**src/rtl/bag_pkg.sv**
```systemverilog
// Package: shared types for the burst column sequencer.
// Assumes length codes are 3 bits wide, with code 7 meaning a full-row burst.
package bag_pkg;

    localparam int LEN_CODE_W = 3;
    localparam logic [LEN_CODE_W-1:0] LEN_FULL_ROW = 3'd7;

    typedef enum logic {
        ORD_SEQ   = 1'b0,
        ORD_XOR   = 1'b1
    } order_e;

    // Decoded shape of a burst: window width and ordering.
    typedef struct packed {
        logic       full;     // full-row burst, runs until stopped
        logic       xor_ord;  // interleaved ordering in the window
        logic [1:0] lg;       // log2 of the fixed burst length
    } shape_t;

endpackage

```
**src/rtl/bag_len_decode.sv**
```systemverilog
// Module: turns the length code and ordering bit into a burst shape.
// Assumes the reserved codes 4..6 mean one beat, and interleaving is
// meaningful only for fixed lengths of 2 or more.
module bag_len_decode
    import bag_pkg::*;
(
    input  logic [LEN_CODE_W-1:0] len_code,
    input  logic                  order_sel,
    output shape_t                shape
);

    // Decode the code into window width, full-row flag and ordering.
    always_comb begin
        shape.full = (len_code == LEN_FULL_ROW);
        shape.lg   = (len_code <= 3'd3) ? len_code[1:0] : 2'd0;
        shape.xor_ord = (order_e'(order_sel) == ORD_XOR) && !shape.full
                        && (shape.lg != 2'd0);
    end

endmodule

```
**src/rtl/bag_beat_ctrl.sv**
```systemverilog
// Module: tracks whether a burst runs, and which beat it is on.
// Assumes shape is the captured burst shape, stable during a burst.
// A start outranks a stop. A full-row burst ends only on a stop or a new start.
module bag_beat_ctrl
    import bag_pkg::*;
#(
    parameter int CNT_W = 8
) (
    input  logic             clk,
    input  logic             rst_n,
    input  logic             start,
    input  logic             stop,
    input  shape_t           shape,
    output logic             active,
    output logic [CNT_W-1:0] beat,
    output logic             last
);

    logic [CNT_W-1:0] final_beat;

    // Index of the final beat of a fixed-length burst.
    always_comb final_beat = (CNT_W'(1) << shape.lg) - CNT_W'(1);

    // Flag the final beat of a running fixed-length burst.
    always_comb last = active && !shape.full && (beat == final_beat);

    // Advance the beat counter and end or restart the burst.
    always_ff @(posedge clk) begin
        if (!rst_n) begin
            active <= 1'b0;
            beat   <= '0;
        end else if (start) begin
            active <= 1'b1;
            beat   <= '0;
        end else if (stop) begin
            active <= 1'b0;
        end else if (active) begin
            if (last) begin
                active <= 1'b0;
            end else begin
                beat <= beat + CNT_W'(1);
            end
        end
    end

endmodule

```
**src/rtl/bag_col_calc.sv**
```systemverilog
// Module: forms the column of beat k from the start column and the shape.
// Assumes beat is smaller than the window size for fixed bursts.
// Bits outside the window pass through from the start column.
module bag_col_calc
    import bag_pkg::*;
#(
    parameter int COL_W = 8
) (
    input  logic [COL_W-1:0] base,
    input  logic [COL_W-1:0] beat,
    input  shape_t           shape,
    output logic [COL_W-1:0] col
);

    logic [COL_W-1:0] seq_col;
    logic [COL_W-1:0] xor_col;

    // Candidate columns for the two orderings.
    always_comb begin
        seq_col = base + beat;
        xor_col = base ^ beat;
    end

    // Per-bit choice: inside the window take the ordered bit, else the base bit.
    for (genvar i = 0; i < COL_W; i++) begin : g_bit
        logic in_win;
        always_comb begin
            in_win = shape.full || (int'(shape.lg) > i);
            col[i] = in_win ? (shape.xor_ord ? xor_col[i] : seq_col[i]) : base[i];
        end
    end

endmodule

```
**src/rtl/burst_addr_gen.sv**
```systemverilog
// Module: top of the burst column sequencer.
// Captures the burst settings on a start pulse and then presents one column
// per clock. Assumes the settings are meaningful only in the start cycle.
module burst_addr_gen
    import bag_pkg::*;
#(
    parameter int COL_W = 8
) (
    input  logic                  clk,
    input  logic                  rst_n,
    input  logic                  burst_start,
    input  logic [COL_W-1:0]      start_col,
    input  logic [LEN_CODE_W-1:0] len_code,
    input  logic                  order_sel,
    input  logic                  burst_stop,
    output logic [COL_W-1:0]      col_out,
    output logic                  beat_valid,
    output logic                  beat_last
);

    shape_t           shape_in;
    shape_t           shape_q;
    logic [COL_W-1:0] base_q;
    logic [COL_W-1:0] beat;
    logic [COL_W-1:0] col_calc;
    logic             active;

    bag_len_decode u_dec (
        .len_code  (len_code),
        .order_sel (order_sel),
        .shape     (shape_in)
    );

    // Capture the start column and the decoded shape with each start pulse.
    always_ff @(posedge clk) begin
        if (!rst_n) begin
            base_q  <= '0;
            shape_q <= '0;
        end else if (burst_start) begin
            base_q  <= start_col;
            shape_q <= shape_in;
        end
    end

    bag_beat_ctrl #(.CNT_W(COL_W)) u_ctrl (
        .clk    (clk),
        .rst_n  (rst_n),
        .start  (burst_start),
        .stop   (burst_stop),
        .shape  (shape_q),
        .active (active),
        .beat   (beat),
        .last   (beat_last)
    );

    bag_col_calc #(.COL_W(COL_W)) u_col (
        .base  (base_q),
        .beat  (beat),
        .shape (shape_q),
        .col   (col_calc)
    );

    // Drive the outputs, holding the column at zero while idle.
    always_comb begin
        beat_valid = active;
        col_out    = active ? col_calc : '0;
    end

endmodule

```
**config.mk**
```make
export PLATFORM = sky130hd
export DESIGN_NAME = burst_addr_gen
export DESIGN_NICKNAME = d
export VERILOG_FILES = /design/src/rtl/bag_pkg.sv /design/src/rtl/bag_len_decode.sv /design/src/rtl/bag_beat_ctrl.sv /design/src/rtl/bag_col_calc.sv /design/src/rtl/burst_addr_gen.sv
export SDC_FILE = /design/constraint.sdc
export NUM_CORES = 1
export LEC_CHECK = 0
export BUFFER_PORTS_ARGS = -buffer_cell sky130_fd_sc_hd__buf_2
export CORE_MARGIN = 2
export CORE_UTILIZATION = 55
export CTS_BUF_LIST = sky130_fd_sc_hd__clkbuf_2 sky130_fd_sc_hd__clkbuf_4 sky130_fd_sc_hd__clkbuf_8
export CTS_CLUSTER_DIAMETER = 150
export DETAILED_ROUTE_END_ITERATION = 8
export GPL_TIMING_DRIVEN = 1
export PLACE_DENSITY = 0.87
export SLEW_MARGIN = 5
export SYNTH_ARGS = -nofsm -noshare
export SYNTH_HDL_FRONTEND = slang
export SYNTH_HIERARCHICAL = 1
export SYNTH_SLANG_ARGS = --single-unit
```
**constraint.sdc**
```tcl
create_clock -name clk -period 2.7 [get_ports clk]
set_input_delay 0.135 -clock clk [delete_from_list [all_inputs] [get_ports clk]]
set_output_delay 0.135 -clock clk [all_outputs]
set_load 0.01 [all_outputs]
```
==> results of run 1 <==
tightest hold or removal path: stages:
cell,delay [ps]
buf_2,70
mux2i_1,50
nor2b_1,90
power by group through the flow:
stage	Combinational [mW]	Sequential (mW)	Clock (mW)
2_1_floorplan	0.0690	0.336	0
3_3_place_gp	0.0882	0.342	0
3_5_place_dp	0.0922	0.343	0
4_1_cts	0.0929	0.336	0.164
5_1_grt	0.102	0.338	0.186
6_report	0.0931	0.335	0.161
metal layers:
layer	up-vias	routed length [um]	GRT usage [%]	part of all wire (%)
li1	613	-	-	-
met1	605	1310	23.1	43
met2	28	1620	37.4	53
met3	4	101	2.79	3.3
met4	0	34	6.97	1.1
met5	-	0	0	0
through the flow:
stage | hold slack, ps | cells | area, um2
2_1_floorplan | 263 | 161 | 1470
3_3_place_gp | 392 | 211 | 1600
3_5_place_dp | 401 | 211 | 1600
4_1_cts | 83.2 | 215 | 1630
5_1_grt | 90.3 | 215 | 1630
6_report | 80.0 | 215 | 1630
synthesized netlist by cell type (2+ instances only):
master and count:
dfxtp_1 21, o21ai_0 5, buf_6 3, nand4_1 2, nor2b_1 16, nor2_1 16
and2_1 8, mux2_2 2, nand3_1 5, nor3_1 2, nand2_1 10, ha_1 8
a21oi_1 7, mux2i_1 14, and2b_2 2, xnor2_1 3, clkbuf_1 2, xor2_1 8
cells by family (layout without fill, tap and decap cells):
family | count (synthesis) | count (layout) | synth area share [%]
buffers and inverters | 6 | 30 | 3.06
AOI/OAI and AO/OA | 25 | 25 | 14.8
muxes | 16 | 16 | 11.0
and+or+nand+nor | 73 | 73 | 27.9
xor gates and xnor gates | 11 | 11 | 6.54
adders and majority gates | 9 | 9 | 8.15
DFF | 21 | 21 | 28.5
sequential cells by signal, summed over array words and instances (netlist names):
name,count
u_ctrl/beat,8
shape_q,4
u_ctrl/active,1
base_q,8
timing repair:
| item | in CTS | in global routing |
|---|---|---|
| endpoints found under the hold margin | 0 | 0 |
| setup endpoints to repair | 0 | 1 |
| resized for setup | 0 | 2 |
final timing paths:
path                                startpoint        endpoint  slack, ps  cells after the start
worst max-delay path            u_ctrl/beat[4]      col_out[7]        170                      8
worst min-delay path              start_col[0]       base_q[0]         80                      3
worst max register to register  u_ctrl/beat[2]  u_ctrl/beat[2]       1040                      5
worst min register to register       base_q[0]       base_q[0]        560                      2
area by class of cell:
| cell class | instances | area [um2] |
|---|---|---|
| multi-input cells | 134 | 1010 |
| fillers | 207 | 868 |
| flip-flops and latches | 21 | 422 |
| repair buffers | 25 | 125 |
| well taps | 30 | 37.5 |
| clock buffers | 4 | 30.0 |
| inverters | 1 | 3.75 |
==> metrics.md, run 1 <==
| Metric | Value |
|---|---|
| Vias | 1250 |
| Internal power | 0.436 mW |
| Post-Route WL | 3070 um |
| All-layer global routing usage | 20.1% |
| Reg clk slew, reported paths | 120 ps |
| Commonest non-fill, non-tap cells in the layout | buf_2 (25), dfxtp_1 (20), nor2b_1 (16), nor2_1 (16), mux2i_1 (14) |
| Synth top area share | 28.5% |
| H-tree depth | 1 |
| Wire length per cell | 14.3 um |
| Clock Path Buffers | 2 |
| Pins Over Slew Limit | 0 |
| Post-CTS setup buffers | 0 |
| Final Hold Viols | 0 |
| Pin count of the biggest net entering global routing | 18 |
| GPL Wtd Cong | 0.838 |
| Relative slew margins | 63.0% |
| Row cnt | 18 |
| Cell Chain, Critical Path | ha_1 > a21oi_1 > o32ai_2 > a31oi_1 > mux2i_1 > xor2_1 > and2_1 > buf_2 |
| Total Power | 0.589 mW |
| Gate power share | 15.8% |
| Drt first pass iters | 4 |
| Ys flop type | dfxtp_1 |
| Antenna violations before repair | 0 |
| Layout area overhead | 10.7% |
| Root Buffer | clkbuf_4 |
| Vias in the first global route | 1190 |
| Sink Count | 21 |
| Clock latency on the worst-skew pair | 300 ps |
| Layout Skew | 11.6 ps |
| CTS Buf Count | 3 |
| Static Leak | 0.737 nW |
| Starting DRT DRC Count | 31 |
| N_diodes | 0 |
| Worst-path fanout max | 5 |
| Most common cell after layout, fill and taps aside | buf_2 |
| Dominant cells by area after synthesis | dfxtp_1 (29%), mux2i_1 (9.5%), ha_1 (6.8%) |
| Yosys top cell by area | dfxtp_1 |
| Post-Syn Area | 0.00147 mm2 |
| CTS tree | done |
| Final core area utilization | 65.3% |
| RSZ-0062 raised after global routing | no |
| Cells after Synth | 161 |
| Routed Antenna Nets | 0 |
| Worst setup EP type | primary output |
| Peak VDD IR | 0.326 mV |
| Die Footprint | 0.00311 mm2 |
| CP max-delay cell | dfxtp_1 |
| Status | finished clean |
| Worst slew pin tran | 554 ps |
| Worst Hold Class | in2reg |
| Reg power frac | 56.9% |
| Max-cap violation count | 0 |
| Sw Pwr | 0.154 mW |
| Starting Density | 59.0% |
| Sw Share | 26.1% |
| Die Ht | 55.8 um |
| Port-buffer cells | 25 |
| CP Data Required Time | 2570 ps |
| Synth Area per Inst | 9.15 um2 |
| Tmin final | 2530 ps |
| First-pass GRT wire length | 5100 um |
| Core ar. | 0.00250 mm2 |
| Startpoint Class | register |
| Cell Pwr Density | 361 mW/mm2 |
| Detail Placement HPWL | 2350 um |
| Total grt overflow | 0 |
| Synth Warn # | 6 |
| Max stage delay on crit path | 450 ps |
| Final worst slack | 172 ps |
| I/O pins | 26 |
| Nets | 211 |
| Period utilisation layout | 93.6% |
| Ratio of cells with drive above 1 in the final layout | 24.3% |
| Worst path top cell family by delay | compound AO/OA/AOI/OAI gates |
| FFs w/ async S/R, synth | 0% |
| Die X-Extent | 55.8 um |
| Syn nets | 186 |
| Post-synthesis register bit count | 21 |
| Number of flops mapped to enable cells by yosys | 0 |
| Setup Viol. Count Final | 0 |
| Arrival time at the worst endpoint | 2390 ps |
| Post-DR vias/cell | 5.81 |
| Clock share of power | 27.3% |
| Sequential area share after synthesis | 28.5% |
| DRC Markers | 0 |
| Setup TNS | 0 ps |
| Setup WS pre-CTS | 381 ps |
| Worst Path Buf+Inv | 1 |
| Synth cell types | 45 |
| Crit Path Class | reg2out |
| Max Clk Rate | 0.396 GHz |
| Cts hold-fix bufs | 0 |
Power figures use the tool's default switching activity.
==> run 2, diff against run 1 <==
- ABC_AREA: not set -> 1
- PLACE_DENSITY: 0.87 -> 0.86
==> metrics.md, run 2 <==
| Metric | Value |
|---|---|
| Core ar. | 0.00278 mm2 (+11%) |
| Most common cell after layout, fill and taps aside | nand2_1 |
| Dominant cells by area after synthesis | dfxtp_1 (26%), nand2_1 (20%), inv_1 (11%) |
| Worst setup EP type | primary output |
| Hold EP | base_q[7] |
| Pin count of the biggest net entering global routing | 27 (+9) |
| Post-cts resize count | 0 (unchanged) |
| Drt first pass iters | 4 (unchanged) |
| Post-DR vias/cell | 5.00 (-14%) |
| Starting DRT DRC Count | 68 (+120%) |
| Placed cell areas | 0.00175 mm2 (+9.6%) |
| CP Data Required Time | 2570 ps (about the same) |
| Sequential area share after synthesis | 25.7% (-2.8 points) |
| Pins Over Slew Limit | 0 (unchanged) |
| Cells after Synth | 278 (+73%) |
| Worst r2r src | u_ctrl/active |
| Startpoint Class | register |
| Ratio of cells with drive above 1 in the final layout | 12.6% (-12 points) |
| Die X-Extent | 58.5 um (+4.9%) |
| Peak VDD IR | 0.298 mV (-8.6%) |
| Cell Pwr Density | 354 mW/mm2 (-1.9%) |
| Commonest non-fill, non-tap cells in the layout | nand2_1 (86), inv_1 (46), nor2_1 (46) |
| Worst slew pin tran | 458 ps (-95.8 ps) |
| Hold path cells | 5 (+2) |
| Worst Hold Class | in2reg |
| Max Clk Rate | 0.448 GHz (+13%) |
| Starting Density | 58.7% (-0.21 points) |
| Vias | 1660 (+33%) |
| Max-cap violation count | 0 (unchanged) |
| CTS tree | done |
| Arrival time at the worst endpoint | 2100 ps (-290 ps) |
| Setup TNS | 0 ps (unchanged) |
| Worst hold path startpoint | start_col[7] |
| Wire length per cell | 10.4 um (-27%) |
| Synth Area per Inst | 5.88 um2 (-36%) |
| All-layer global routing usage | 22.1% (+2.0 points) |
| Root Buffer | clkbuf_4 |
| Syn nets | 303 (+63%) |
| Nets | 327 (+55%) |
| Clock Path Buffers | 2 (unchanged) |
| I/O pins | 26 (unchanged) |
| First-pass GRT wire length | 6040 um (+19%) |
| CTS Buf Count | 3 (unchanged) |
| Die Footprint | 0.00342 mm2 (+10%) |
| DRC Markers | 0 (unchanged) |
| Sink Count | 21 (unchanged) |
| Detail Placement HPWL | 2590 um (+10%) |
| Routed Antenna Nets | 0 (unchanged) |
| Reg2reg path depth | 6 (+1) |
| Ys flop type | dfxtp_1 |
| Synth Warn # | 6 (unchanged) |
| GPL Wtd Cong | 0.908 (+8.4%) |
| Synth top area share | 25.7% (-2.8 points) |
| Fillcell total | 272 (+31%) |
| Post-Syn Area | 0.00163 mm2 (+11%) |
| Die Ht | 58.5 um (+4.9%) |
| Relative slew margins | 69.4% (+6.4 points) |
| Tmin final | 2230 ps (-296 ps) |
| Port-buffer cells | 25 (unchanged) |
| Number of flops mapped to enable cells by yosys | 0 (unchanged) |
| Post-Route WL | 3460 um (+13%) |
| FFs w/ async S/R, synth | 0% (unchanged) |
| Clock latency on the worst-skew pair | 310 ps (about the same) |
| Setup Viol. Count Final | 0 (unchanged) |
| Post-synthesis register bit count | 21 (unchanged) |
| Layout Skew | 8.54 ps (-3.08 ps) |
| Layout area overhead | 8.81% |
| Total grt overflow | 0 (unchanged) |
| Row cnt | 19 (+1) |
| Synth cell types | 25 (-44%) |
| Cts hold-fix bufs | 0 (unchanged) |
| Post-CTS setup buffers | 0 (unchanged) |
| FF-to-FF End | u_ctrl/beat[4] |
| Largest registers | base_q: 8 flops, u_ctrl/beat: 8 flops, shape_q: 4 flops |
| R2R Setup Slk | 1060 ps (+20 ps) |
| Yosys top cell by area | dfxtp_1 |
| Synth cell count leaders | nand2_1 (86), inv_1 (46), nor2_1 (46) |
| Final Hold Viols | 0 (unchanged) |
| Worst-path fanout max | 8 (+3) |
| Crit Path Class | reg2out |
| Period utilisation layout | 82.7% (-11 points) |
| Vias in the first global route | 1432 (+20%) |
| Static Leak | 1.01 nW (+36%) |
| Most frequent cell after synthesis | nand2_1 |
| Cell area after layout | 0.00178 mm2 (+9.0%) |
| Reg clk slew, reported paths | 120 ps (about the same) |
| N_diodes | 0 (unchanged) |
| H-tree depth | 1 (unchanged) |
| Antenna violations before repair | 0 (unchanged) |
| Status | finished clean |
| RSZ-0062 raised after global routing | no |
## run 2: changes by cell type after synthesis, sizes merged, moves of 8 or more
cell / before / now
and2: 8 / 0
nand2: 10 / 87
mux2i: 14 / 0
inv: 1 / 47
a21oi: 8 / 18
nand3: 5 / 21
nor2b: 16 / 0
nor2: 16 / 51
## run 2: worst max path at each step
| stage | from | end | cells after the start |
|---|---|---|---|
| after floorplan | u_ctrl/beat[0] | col_out[6] | 11 |
| after global placement | u_ctrl/beat[0] | col_out[6] | 12 |
| after detailed placement | u_ctrl/beat[0] | col_out[6] | 12 |
| after CTS | u_ctrl/beat[0] | col_out[6] | 12 |
| after global routing | u_ctrl/beat[0] | col_out[6] | 12 |
| final | u_ctrl/beat[0] | col_out[6] | 12 |
## run 2: cells by family after synthesis
group	Yosys count	synth area share (%)
simple gates	166	42.5
buf+inv	53	13.9
compound gates	24	7.89
flops	21	25.7
fa+ha+maj	9	7.35
xor+xnor	5	2.68
## run 2: routing by layer
| metal | up-vias | GRT usage, % | routed length, um | part of all wire (%) |
|---|---|---|---|---|
| met5 | - | 0 | 0 | 0 |
| met4 | 0 | 7.97 | 48 | 1.4 |
| met3 | 9 | 1.98 | 194 | 5.6 |
| met2 | 53 | 36.1 | 1600 | 46 |
| met1 | 701 | 30.4 | 1610 | 47 |
| li1 | 897 | - | - | - |
## run 2: through the flow
step	cells	setup slack [ps]	power, mW	hold slack [ps]	util (%)
floorplan	278	1030	0.439	255	-
global placement	328	867	0.469	418	62.8
detailed placement	328	825	0.472	428	62.8
CTS	332	468	0.632	97.8	63.9
global route	332	221	0.669	121	63.9
finish	332	468	0.630	98.8	63.9
## run 2: power breakdown
group | leakage [nW] | total [mW] | internal, mW | switching, mW
Combinational | 0.815 | 0.122 | 0.0490 | 0.0726
Clock | 0.0184 | 0.164 | 0.0677 | 0.0961
Sequential | 0.172 | 0.344 | 0.323 | 0.0213
Total | 1.01 | 0.630 | 0.440 | 0.190
## run 2: final cells by class
type / count / area (um2) / share of cell area (%)
clock buffer: 4 / 30.0 / 1.69
inverter: 47 / 176 / 9.92
multi-input combinational: 204 / 987 / 55.5
sequential: 21 / 420 / 23.6
tap: 31 / 38.8 / 2.18
timing repair buffer: 25 / 125 / 7.04
## run 2: worst max-delay path, stage by stage, from the launching register on
cell and delay [ps]:
dfxtp_1 400, ha_1 260, fa_1 390, nand3_1 90, nand2_1 80, nand3b_1 120
nand2_1 60, nand2_1 50, nand3_1 60, nand2_1 70, nand2_1 50, inv_1 60
buf_2 120
